## src/rtl/msi_cap_pkg.sv

```systemverilog
`timescale 1ns/1ps
package msi_cap_pkg;

  localparam int VEC_W = 32;
  localparam logic [7:0] MSI_CAP_ID = 8'h05;
  // writable header bits: control enable (bit 16) and requested field (22:20)
  localparam logic [31:0] HDR_WMASK = 32'h0071_0000;
  localparam logic [31:0] ALO_WMASK = 32'hFFFF_FFFC;
  localparam logic [31:0] DATA_WMASK = 32'h0000_FFFF;

  typedef enum logic [2:0] {
    SLOT_NONE, SLOT_HDR, SLOT_ALO, SLOT_AHI, SLOT_DATA, SLOT_MASK, SLOT_PEND
  } slot_e;

  function automatic logic [8:0] cap_len(bit a64, bit pvm);
    case ({a64, pvm})
      2'b00:   return 9'h0A;
      2'b10:   return 9'h0E;
      2'b01:   return 9'h14;
      default: return 9'h18;
    endcase
  endfunction

  // dword index inside the window -> register slot, per build option
  function automatic slot_e slot_of(logic [2:0] rel, bit a64, bit pvm);
    case (rel)
      3'd0: return SLOT_HDR;
      3'd1: return SLOT_ALO;
      3'd2: return a64 ? SLOT_AHI : SLOT_DATA;
      3'd3: return a64 ? SLOT_DATA : (pvm ? SLOT_MASK : SLOT_NONE);
      3'd4: return pvm ? (a64 ? SLOT_MASK : SLOT_PEND) : SLOT_NONE;
      3'd5: return (a64 && pvm) ? SLOT_PEND : SLOT_NONE;
      default: return SLOT_NONE;
    endcase
  endfunction

  function automatic logic [31:0] merge_bytes(logic [31:0] old_v, logic [31:0] new_v,
                                              logic [31:0] wm, logic [3:0] be);
    logic [31:0] r;
    r = old_v;
    for (int i = 0; i < 4; i++)
      if (be[i]) r[8*i +: 8] = (old_v[8*i +: 8] & ~wm[8*i +: 8]) | (new_v[8*i +: 8] & wm[8*i +: 8]);
    return r;
  endfunction

  // ones in bits 0..n-1
  function automatic logic [31:0] low_ones(int n);
    if (n >= 32) return 32'hFFFF_FFFF;
    return (32'h1 << n) - 32'h1;
  endfunction

  // pending bits kept for a log2 vector count
  function automatic logic [31:0] vec_window(logic [2:0] lg);
    return low_ones(1 << lg);
  endfunction

endpackage

```

## src/rtl/msi_cap_decode.sv

```systemverilog
`timescale 1ns/1ps
module msi_cap_decode
  import msi_cap_pkg::*;
#(
  parameter int CFG_DW_W = 6,
  parameter logic [CFG_DW_W-1:0] CAP_BASE_DW = 6'h14,
  parameter bit ADDR64 = 1'b1,
  parameter bit PER_VEC_MASK = 1'b1
) (
  input  logic [CFG_DW_W-1:0] dw_addr,
  input  logic [3:0]          be,
  output slot_e               slot,
  output logic                overlap
);
  localparam int BYTE_W = CFG_DW_W + 3;
  localparam logic [BYTE_W-1:0] BASE_B = BYTE_W'({CAP_BASE_DW, 2'b00});
  localparam logic [BYTE_W-1:0] END_B = BASE_B + BYTE_W'(cap_len(ADDR64, PER_VEC_MASK));

  logic [CFG_DW_W-1:0] rel;
  logic [3:0]          in_span;

  assign rel  = dw_addr - CAP_BASE_DW;
  assign slot = (dw_addr >= CAP_BASE_DW && rel < CFG_DW_W'(6)) ?
                slot_of(rel[2:0], ADDR64, PER_VEC_MASK) : SLOT_NONE;

  for (genvar i = 0; i < 4; i++) begin : g_byte
    logic [BYTE_W-1:0] baddr;
    assign baddr = BYTE_W'({dw_addr, 2'(i)});
    assign in_span[i] = (baddr >= BASE_B) && (baddr < END_B);
  end

  assign overlap = |(be & in_span);
endmodule

```

## src/rtl/msi_cap_ctrl.sv

```systemverilog
`timescale 1ns/1ps
module msi_cap_ctrl
  import msi_cap_pkg::*;
#(
  parameter bit ADDR64 = 1'b1,
  parameter bit PER_VEC_MASK = 1'b1,
  parameter logic [2:0] MMC = 3'd3,
  parameter logic [7:0] NEXT_PTR = 8'h00
) (
  input  logic        clk,
  input  logic        rst_n,
  input  logic        cap_wr,
  input  logic        hdr_wr,
  input  logic [3:0]  be,
  input  logic [31:0] wdata,
  output logic        enable,
  output logic [2:0]  mme,
  output logic [2:0]  mme_next,
  output logic        side_fx,
  output logic        intx_pulse,
  output logic [31:0] hdr_dword
);
  logic [31:0] merged;
  logic        en_w;
  logic [2:0]  mme_w;
  logic        unused_hdr;

  assign hdr_dword = {7'b0, PER_VEC_MASK, ADDR64, mme, MMC, enable, NEXT_PTR, MSI_CAP_ID};
  assign merged    = merge_bytes(hdr_dword, wdata, HDR_WMASK, be);
  assign unused_hdr = ^{merged[31:23], merged[19:17], merged[15:0]};

  assign en_w     = hdr_wr ? merged[16] : enable;
  assign mme_w    = hdr_wr ? merged[22:20] : mme;
  assign side_fx  = cap_wr & en_w;
  assign mme_next = (side_fx && mme_w > MMC) ? MMC : mme_w;

  always_ff @(posedge clk) begin
    if (!rst_n) begin
      enable     <= 1'b0;
      mme        <= 3'd0;
      intx_pulse <= 1'b0;
    end else begin
      if (cap_wr) begin
        enable <= en_w;
        mme    <= mme_next;
      end
      intx_pulse <= side_fx;
    end
  end

  assert_mme_clamped_R6: assert property (@(posedge clk) disable iff (!rst_n)
    enable |-> (mme <= MMC));
  assert_intx_needs_en_R7: assert property (@(posedge clk) disable iff (!rst_n)
    intx_pulse |-> enable);
  assert_intx_from_write_R10: assert property (@(posedge clk) disable iff (!rst_n)
    intx_pulse |-> $past(cap_wr));
endmodule

```

## src/rtl/msi_cap_vec.sv

```systemverilog
`timescale 1ns/1ps
module msi_cap_vec
  import msi_cap_pkg::*;
#(
  parameter int NUM_VEC = 8,
  parameter bit PER_VEC_MASK = 1'b1
) (
  input  logic             clk,
  input  logic             rst_n,
  input  logic             mask_wr,
  input  logic [3:0]       be,
  input  logic [31:0]      wdata,
  input  logic [VEC_W-1:0] pend_set,
  input  logic [VEC_W-1:0] pend_clr,
  input  logic             side_fx,
  input  logic [2:0]       mme_next,
  output logic [VEC_W-1:0] mask,
  output logic [VEC_W-1:0] pending
);
  localparam logic [31:0] VEC_WM = low_ones(NUM_VEC);

  if (PER_VEC_MASK) begin : g_pvm
    logic [VEC_W-1:0] pend_raw;
    assign pend_raw = (pending | (pend_set & VEC_WM)) & ~pend_clr;

    always_ff @(posedge clk) begin
      if (!rst_n) begin
        mask    <= '0;
        pending <= '0;
      end else begin
        if (mask_wr) mask <= merge_bytes(mask, wdata, VEC_WM, be);
        pending <= side_fx ? (pend_raw & vec_window(mme_next)) : pend_raw;
      end
    end

    assert_mask_range_R5: assert property (@(posedge clk) disable iff (!rst_n)
      (mask & ~VEC_WM) == '0);
    assert_pend_range_R8: assert property (@(posedge clk) disable iff (!rst_n)
      (pending & ~VEC_WM) == '0);
    assert_trim_R11: assert property (@(posedge clk) disable iff (!rst_n)
      side_fx |=> ((pending & ~vec_window($past(mme_next))) == '0));
  end else begin : g_nopvm
    logic unused_vec;
    assign unused_vec = ^{mask_wr, be, wdata, pend_set, pend_clr, side_fx, mme_next, clk, rst_n};
    assign mask    = '0;
    assign pending = '0;
  end
endmodule

```

## src/rtl/msi_cap_regs.sv

```systemverilog
`timescale 1ns/1ps
module msi_cap_regs
  import msi_cap_pkg::*;
#(
  parameter int CFG_DW_W = 6,
  parameter logic [CFG_DW_W-1:0] CAP_BASE_DW = 6'h14,
  parameter logic [7:0] NEXT_PTR = 8'h00,
  parameter bit ADDR64 = 1'b1,
  parameter bit PER_VEC_MASK = 1'b1,
  parameter int NUM_VEC = 8
) (
  input  logic                clk,
  input  logic                rst_n,
  input  logic                cfg_wr,
  input  logic                cfg_rd,
  input  logic [CFG_DW_W-1:0] cfg_dw_addr,
  input  logic [3:0]          cfg_be,
  input  logic [31:0]         cfg_wdata,
  output logic [31:0]         cfg_rdata,
  input  logic [31:0]         pend_set,
  input  logic [31:0]         pend_clr,
  output logic                msi_enable,
  output logic [2:0]          vec_count_log2,
  output logic [63:0]         msg_addr,
  output logic [15:0]         msg_data,
  output logic [31:0]         vec_mask,
  output logic [31:0]         vec_pending,
  output logic                intx_deassert
);
  localparam logic [2:0] MMC = 3'($clog2(NUM_VEC));

  slot_e       slot;
  logic        overlap, cap_wr, side_fx;
  logic [2:0]  mme_next;
  logic [31:0] hdr_dword, addr_lo, addr_hi;
  logic [15:0] data_q;
  logic [31:0] rd_mux;

  msi_cap_decode #(
    .CFG_DW_W(CFG_DW_W), .CAP_BASE_DW(CAP_BASE_DW),
    .ADDR64(ADDR64), .PER_VEC_MASK(PER_VEC_MASK)
  ) u_decode (
    .dw_addr(cfg_dw_addr), .be(cfg_be), .slot(slot), .overlap(overlap)
  );

  assign cap_wr = cfg_wr & overlap;

  msi_cap_ctrl #(
    .ADDR64(ADDR64), .PER_VEC_MASK(PER_VEC_MASK), .MMC(MMC), .NEXT_PTR(NEXT_PTR)
  ) u_ctrl (
    .clk(clk), .rst_n(rst_n), .cap_wr(cap_wr), .hdr_wr(cap_wr && slot == SLOT_HDR),
    .be(cfg_be), .wdata(cfg_wdata), .enable(msi_enable), .mme(vec_count_log2),
    .mme_next(mme_next), .side_fx(side_fx), .intx_pulse(intx_deassert),
    .hdr_dword(hdr_dword)
  );

  msi_cap_vec #(.NUM_VEC(NUM_VEC), .PER_VEC_MASK(PER_VEC_MASK)) u_vec (
    .clk(clk), .rst_n(rst_n), .mask_wr(cap_wr && slot == SLOT_MASK),
    .be(cfg_be), .wdata(cfg_wdata), .pend_set(pend_set), .pend_clr(pend_clr),
    .side_fx(side_fx), .mme_next(mme_next), .mask(vec_mask), .pending(vec_pending)
  );

  always_ff @(posedge clk) begin
    if (!rst_n) begin
      addr_lo <= '0;
      data_q  <= '0;
    end else if (cap_wr) begin
      if (slot == SLOT_ALO) addr_lo <= merge_bytes(addr_lo, cfg_wdata, ALO_WMASK, cfg_be);
      if (slot == SLOT_DATA) data_q <= merge_bytes({16'h0, data_q}, cfg_wdata, DATA_WMASK, cfg_be)[15:0];
    end
  end

  if (ADDR64) begin : g_ahi
    always_ff @(posedge clk) begin
      if (!rst_n) addr_hi <= '0;
      else if (cap_wr && slot == SLOT_AHI)
        addr_hi <= merge_bytes(addr_hi, cfg_wdata, 32'hFFFF_FFFF, cfg_be);
    end
  end else begin : g_noahi
    assign addr_hi = '0;
  end

  always_comb begin
    case (slot)
      SLOT_HDR:  rd_mux = hdr_dword;
      SLOT_ALO:  rd_mux = addr_lo;
      SLOT_AHI:  rd_mux = addr_hi;
      SLOT_DATA: rd_mux = {16'h0, data_q};
      SLOT_MASK: rd_mux = vec_mask;
      SLOT_PEND: rd_mux = vec_pending;
      default:   rd_mux = '0;
    endcase
  end

  assign cfg_rdata = cfg_rd ? rd_mux : '0;
  assign msg_addr  = {addr_hi, addr_lo};
  assign msg_data  = data_q;

  assert_alo_align_R3: assert property (@(posedge clk) disable iff (!rst_n)
    msg_addr[1:0] == 2'b00);
endmodule

```

## config.mk

```make
export PLATFORM = sky130hd
export DESIGN_NAME = msi_cap_regs
export DESIGN_NICKNAME = d
export VERILOG_FILES = /design/src/rtl/msi_cap_pkg.sv /design/src/rtl/msi_cap_decode.sv /design/src/rtl/msi_cap_ctrl.sv /design/src/rtl/msi_cap_vec.sv /design/src/rtl/msi_cap_regs.sv
export SDC_FILE = /design/constraint.sdc
export NUM_CORES = 1
export LEC_CHECK = 0
export BUFFER_PORTS_ARGS = -buffer_cell sky130_fd_sc_hd__buf_2
export CAP_MARGIN = 20
export CORE_ASPECT_RATIO = 2
export CORE_MARGIN = 3
export CORE_UTILIZATION = 28
export DETAILED_ROUTE_END_ITERATION = 7
export GPL_ROUTABILITY_DRIVEN = 0
export GPL_TIMING_DRIVEN = 0
export PLACE_DENSITY = 0.58
export SLEW_MARGIN = 15
export SYNTH_ARGS = -nofsm -noshare
export SYNTH_HDL_FRONTEND = slang
export SYNTH_HIERARCHICAL = 1
export SYNTH_SLANG_ARGS = --single-unit
```

## constraint.sdc

```tcl
create_clock -name clk -period 5.4 [get_ports clk]
set_clock_uncertainty 0.15 [all_clocks]
set_input_delay 0.27 -clock clk [delete_from_list [all_inputs] [get_ports clk]]
set_output_delay 0.27 -clock clk [all_outputs]
set_load 0.05 [all_outputs]
```

==> results of run 1 <==
cells in the mapped netlist (9+ instances only):
cell / count
mux2_2: 25
a21boi_0: 35
and3_1: 10
a22oi_1: 18
inv_1: 16
dfxtp_1: 123
clkbuf_1: 26
buf_2: 18
a21oi_1: 22
o21ai_0: 53
buf_4: 65
mux2i_1: 64
o221ai_1: 9
a221o_1: 9
a21boi_1: 20
nor2_1: 17
nand3_1: 62
nand2_1: 73
nor3b_1: 24
final cells by class:
type                            count  area [um2]  area share
Sequential cell                   123        2462      0.2373
Clock inverter                      6       108.9     0.01049
Tap cell                          336       420.4     0.04051
Timing Repair Buffer              307        1882      0.1813
Clock buffer                       25       505.5     0.04871
Buffer                            120       765.7     0.07379
Inverter                           16       60.06    0.005787
Multi-Input combinational cell    613        4173      0.4021
metal layers:
metal,GRT usage,vias up
met1,0.2152,3694
met5,0,-
met4,0.1502,0
li1,-,3629
met3,0.03877,84
met2,0.4492,315
cells by family after synthesis:
logic type,share of synthesized area
simple gates,0.1986
fa+ha+maj,0.008648
mux,0.1342
flops,0.3404
other cells,0.002595
xor+xnor,0.003633
buf+inv,0.1141
compound gates,0.1979
worst max-delay path, cell delays in order:
cell	delay (ns)
buf_2	0.14
inv_1	0.13
ha_1	0.22
a21oi_1	0.18
nor2_1	0.08
nor4_2	0.84
and2_1	0.46
nor3b_4	0.38
nand2_1	0.25
a31oi_1	0.25
o21ai_0	0.19
clkbuf_1	0.24
or3_2	0.51
ha_1	0.28
and2b_2	0.23
or4b_1	0.47
o211a_1	0.14
state kept, by name, indices dropped and copies added (netlist names):
name	cells
addr_hi	32
u_ctrl/enable	1
msg_data	16
u_vec/pending	32
u_ctrl/mme	3
addr_lo	30
u_vec/mask	8
u_ctrl/intx_pulse	1
stage by stage:
stage | hold slack, ns | TNS (ns)
after floorplan | 0.1846 | 0
after CTS | 0.003311 | 0
after global routing | 0.01662 | 0
after detailed placement | 0.2838 | -10.84
final | 0.02677 | 0
after global placement | 0.2819 | -12.18
cells in the final DEF (no fill, tap or decap), drive strengths merged, types with 3 or more instances in the layout:
master	instances
and3	10
mux2	29
and2	4
mux2i	64
o221ai	9
a22oi	18
dfxtp	123
nor2b	7
nor3	4
xor2	3
and4b	4
nor2	21
a21oi	22
a32oi	7
a211oi	3
nand2	73
conb	55
a221o	9
nand2b	6
nor3b	25
a21boi	55
buf	332
a31oi	4
o22ai	5
clkbuf	54
bufinv	3
nand4b	3
o21a	7
inv	16
nand3b	5
and3b	3
nor4b	3
clkinv	3
ha	5
o21ai	55
dlygate4sd3	66
nand3	64
what timing repair did:
action / 4_1_cts / 5_1_grt
setup endpoints to repair: 11 / 15
buffers inserted: 0 / 1
cloned: 0 / 0
hold buffers: 66 / 0
gates resized for setup: 2 / 3
endpoints found under the hold margin: 110 / 0
pin swaps: 0 / 1
worst paths after layout:
kind                        from                 to  slack (ns)  cells past startpoint
setup / recovery  cfg_dw_addr[2]   u_vec/pending[4]        0.33                     17
hold / removal      pend_clr[14]  u_vec/pending[14]        0.03                      2
setup reg to reg   u_ctrl/enable  u_vec/pending[26]        2.40                      9
hold reg to reg      addr_lo[16]        addr_lo[16]        0.32                      2
power by group through the flow:
stage	registers (mW)	clock network, mW	logic, mW
after floorplan	0.945	0	0.181
after global placement	0.936	0	0.295
after detailed placement	0.936	0	0.296
after CTS	0.917	1.24	0.334
after global routing	0.916	1.27	0.366
final	0.917	1.22	0.345
==> run summary, run 1 <==
outcome -> finished clean
Row Count -> 82
post-route insts no fill -> 1546
area grow syn2layout -> 43.45%
P_sw -> 0.6482 mW
DR vias -> 7722
CTS H-Tree Depth -> 4
Inst Count DP -> 1448
Clock Tree Buf Depth -> 2
largest net degree at the start of global routing -> 17
Die Span X -> 119.7 um
Detail Route met3 WL -> 1491 um
TritonCTS buffer count -> 17
Gate power share -> 0.139
nets -> 1313
final total power -> 2.478 mW
max_cap viols -> 0
crit start category -> primary input
vias in the first global route -> 7764
power per standard cell area -> 238.8 nW/um2
drt total wl -> 33010 um
count of final max-slew check failures -> 0
placed instance area -> 9047 um2
residual DRC count -> 0
Main synth FF type -> dfxtp_1
# setup viols final -> 0
worst slack, placed -> -1.062 ns
clock-pin slew on the worst setup and hold paths -> 0.06 ns
Die Ht -> 233.3 um
asr flop ratio synth -> 0
Finished Cell Area -> 10380 um2
P_leak -> 4.484 nW
Synth area leader -> dfxtp_1
die area -> 27920 um2
post-route ant nets -> 0
Max-slew headroom -> 0.3055
fillers -> 2630
synth top area cells -> dfxtp_1 (34%), mux2i_1 (8.9%), buf_4 (6.7%)
Hold Violations, Final -> 0
DR iter-0 viols -> 428
Worst setup EP type -> flip-flop
iteration count of the initial detailed-routing pass -> 5
CP arrival -> 5.25 ns
flops & latches, synth -> 123
Placeable Area -> 25240 um2
fmax -> 197.4 MHz
slew at the pin with the worst max-slew slack -> 1.033 ns
Warnings, synthesis -> 6
first-pass GRT wire length -> 47360 um
sw frac -> 0.2616
Antenna diodes -> 0
clock power share -> 0.491
share of cells above drive strength 1 -> 0.3413
synthesized instance count -> 822
CP Max Fanout -> 10
final setup margin -> 0.3331 ns
CTS tree -> yes
top cell type's share of synthesized area -> 0.3404
CP Class -> in2reg
Top Metal Used -> met4
later-pin clock latency in the skew report -> 0.44 ns
routed length per instance -> 21.35 um
DP HPWL -> 25760 um
Final Cycle Share -> 0.9383
Post-Syn Area -> 7234 um2
Worst Path Required -> 5.59 ns
number of flops mapped to enable cells by yosys -> 0
Global Route Usage Sum -> 0.2301
Peak VDD IR -> 161.3 uV
worst min-delay path category -> in2reg
mean post-synth cell area -> 8.801 um2
sequential area share after synthesis -> 0.3404
# port buffers -> 240
post-synthesis cell type count -> 76
I/O Pins -> 291
Final Util -> 0.4112
final worst path period need -> 5.067 ns
Seq pwr share -> 0.370
grt total ovfl -> 0
number of vias per cell -> 4.995
clock sinks -> 123
Initial Utilization -> 0.2866
wl on met1 -> 11310 um
RSZ-0062 raised after global routing -> false
routed wl met2 -> 18260 um
root buffer cell -> clkbuf_16
initial antenna violation count -> 0
P_int -> 1.830 mW
Power figures use the tool's default switching activity.
==> run 2: changes to the inputs <==
--- a/config.mk
+++ b/config.mk
@@ -13,9 +13,8 @@
 export DETAILED_ROUTE_END_ITERATION = 7
 export GPL_ROUTABILITY_DRIVEN = 0
 export GPL_TIMING_DRIVEN = 0
-export PLACE_DENSITY = 0.58
+export PLACE_DENSITY = 0.6
 export SLEW_MARGIN = 15
 export SYNTH_ARGS = -nofsm -noshare
 export SYNTH_HDL_FRONTEND = slang
-export SYNTH_HIERARCHICAL = 1
 export SYNTH_SLANG_ARGS = --single-unit
==> run summary, run 2 <==
Placeable Area -> 20550 um2 (-19%)
Final Cycle Share -> 0.8118 (-0.1265)
post-route ant nets -> 0 (unchanged)
P_leak -> 3.973 nW (-11%)
initial antenna violation count -> 0 (unchanged)
mean post-synth cell area -> 8.649 um2 (-1.7%)
post-synthesis cell type count -> 52 (-32%)
Worst Path Required -> 4.98 ns (-0.61 ns)
Worst R2R Setup Slack -> 2.69 ns (+0.29 ns)
synthesized instance count -> 684 (-17%)
Hold Violations, Final -> 0 (unchanged)
CP Cell Sequence -> buf_2 -> buf_1 -> inv_1 -> ha_1 -> inv_1 -> a41oi_4 -> nor4_1 -> buf_2 -> buf_1 -> a22oi_1 -> a21oi_1 -> buf_2
# port buffers -> 234 (-2.5%)
share of cells above drive strength 1 -> 0.3301 (-0.01119)
crit path from -> cfg_dw_addr[2]
# setup viols final -> 0 (unchanged)
Top delay family on crit path -> buffers and inverters
RSZ-0062 raised after global routing -> false
synth top area cells -> dfxtp_1 (42%), mux2i_1 (7.6%), nand2_1 (5.6%)
reg2reg path depth -> 8 (-1)
routed length per instance -> 19.65 um (-8.0%)
die area -> 23010 um2 (-18%)
TritonCTS buffer count -> 17 (unchanged)
later-pin clock latency in the skew report -> 0.42 ns (-0.02 ns)
Max-slew headroom -> 0.4389 (+0.1334)
Warnings, synthesis -> 0 (-6)
CTS H-Tree Depth -> 4 (unchanged)
CP Class -> in2out
CTS tree -> yes
Inst Count DP -> 1209 (-17%)
Die Span X -> 108.8 um (-9.1%)
number of vias per cell -> 4.928 (-1.3%)
DP HPWL -> 19680 um (-24%)
top flop regs -> addr_hi (32), u_vec.pending (32), addr_lo (30)
final total power -> 2.181 mW (-12%)
Initial Utilization -> 0.2878 (+0.001166)
post-CTS setup repair buffer count -> 0 (unchanged)
grt total ovfl -> 0 (unchanged)
worst min-delay path category -> in2reg
Post-Syn Area -> 5916 um2 (-18%)
clock sinks -> 123 (unchanged)
root buffer cell -> clkbuf_16
Synth top cells by count -> dfxtp_1 (123), nand2_1 (88), nand3_1 (58)
clock-pin slew on the worst setup and hold paths -> 0.06 ns (about the same)
slew at the pin with the worst max-slew slack -> 0.8416 ns (-0.1915 ns)
DR vias -> 6446 (-17%)
CP arrival -> 3.96 ns (-1.29 ns)
Clock Tree Buf Depth -> 2 (unchanged)
post-route insts no fill -> 1308 (-15%)
fmax -> 228.1 MHz (+16%)
final worst path period need -> 4.384 ns (-0.6829 ns)
flops & latches, synth -> 123 (unchanged)
area grow syn2layout -> 47.04%
power per standard cell area -> 250.7 nW/um2 (+5.0%)
Die Ht -> 211.6 um (-9.3%)
I/O Pins -> 291 (unchanged)
Worst setup EP type -> output port
Hold Crit Start -> cfg_wdata[16]
nets -> 1144 (-13%)
iteration count of the initial detailed-routing pass -> 5 (unchanged)
largest net degree at the start of global routing -> 17 (unchanged)
first-pass GRT wire length -> 38070 um (-20%)
Antenna diodes -> 0 (unchanged)
crit path buf inv count -> 7 (+4)
Row Count -> 74 (-9.8%)
Main synth FF type -> dfxtp_1
Final TNS setup -> 0 ns (unchanged)
commonest non-fill, non-tap cell in the layout -> buf_2
max_cap viols -> 0 (unchanged)
outcome -> finished clean
drt total wl -> 25700 um (-22%)
crit start category -> primary input
sequential area share after synthesis -> 0.4162 (+0.07588)
CP Depth -> 12 (-5)
asr flop ratio synth -> 0 (unchanged)
Peak VDD IR -> 166.5 uV (+3.2%)
Worst R2R Start -> u_ctrl.mme[0]
top cell type's share of synthesized area -> 0.4162 (+0.07588)
top-count cell post-synth -> dfxtp_1
hold_ws -> 0.02290 ns (-0.003873 ns)
residual DRC count -> 0 (unchanged)
Crit-path slowest cell -> buf_1
CP Max Fanout -> 10 (unchanged)
commonest non-fill, non-tap cells in the layout -> buf_2 (249), dfxtp_1 (123), nand2_1 (88), dlygate4sd3_1 (67), nand3_1 (58)
Global Route Usage Sum -> 0.2222 (-0.007885)
vias in the first global route -> 6688 (-14%)
Synth area leader -> dfxtp_1
CP dominant cell by count -> buf_2
count of final max-slew check failures -> 0 (unchanged)
hold path depth -> 3 (+1)
number of flops mapped to enable cells by yosys -> 0 (unchanged)
DR iter-0 viols -> 284 (-34%)
crit-path max cell delay -> 0.64 ns (-0.20 ns)
run 2: layout make-up:
class	count	area, um2
multi-input combinational	501	3074
inverter	7	26.28
clock buffer	21	440.4
sequential	123	2462
buffer	78	446.7
clock inverter	11	73.82
timing repair buffer	301	1842
fill	2112	11860
tap	266	332.8
run 2: tightest hold or removal path: cells and delay by family:
kind	cells	cell delay (ns)
AOI/OAI and AO/OA	1	0.06
buffers and inverters	1	0.15
and+or+nand+nor	1	0.06
run 2: final timing paths:
path,to
setup reg to reg,u_vec.pending[2]
hold / removal,addr_lo[16]
hold reg to reg,addr_hi[3]
setup / recovery,cfg_rdata[29]
run 2: what timing repair did:
action                    CTS  global route
gates resized for setup     0             0
hold buffers               67             0
hold endpoints to repair   91             0
run 2: metal layers:
layer,GRT usage,part of all wire,up-vias,wire length [um]
met4,0.1382,0.057,0,1462
met1,0.2248,0.35,3003,8919
met5,0,0,-,0
met2,0.4068,0.53,305,13600
li1,-,-,3073,-
met3,0.04364,0.067,65,1719
run 2: report_power, final:
part	internal [mW]	leakage [nW]	total (mW)	switching (mW)
logic	0.0897	2.73	0.246	0.157
registers	0.911	0.992	0.915	0.00416
clock network	0.584	0.247	1.02	0.436
run 2: kinds of logic after synthesis:
family          Yosys count  synth area share
flops                   123            0.4162
compound gates          158            0.1707
other cells               2          0.001270
mux                      46           0.07805
fa+ha+maj                 5           0.01058
xor+xnor                  3          0.004442
buf+inv                  85           0.07995
simple gates            262            0.2388
run 2: per-stage QoR:
stage | instance area, um2 | setup slack [ns] | utilization
2_1_floorplan | 6010 | 1.571 | -
3_3_place_gp | 7513 | 1.015 | 0.3655
3_5_place_dp | 7513 | 1.019 | 0.3655
4_1_cts | 8698 | 0.9832 | 0.4232
5_1_grt | 8698 | 0.7374 | 0.4232
6_report | 8698 | 1.016 | 0.4232
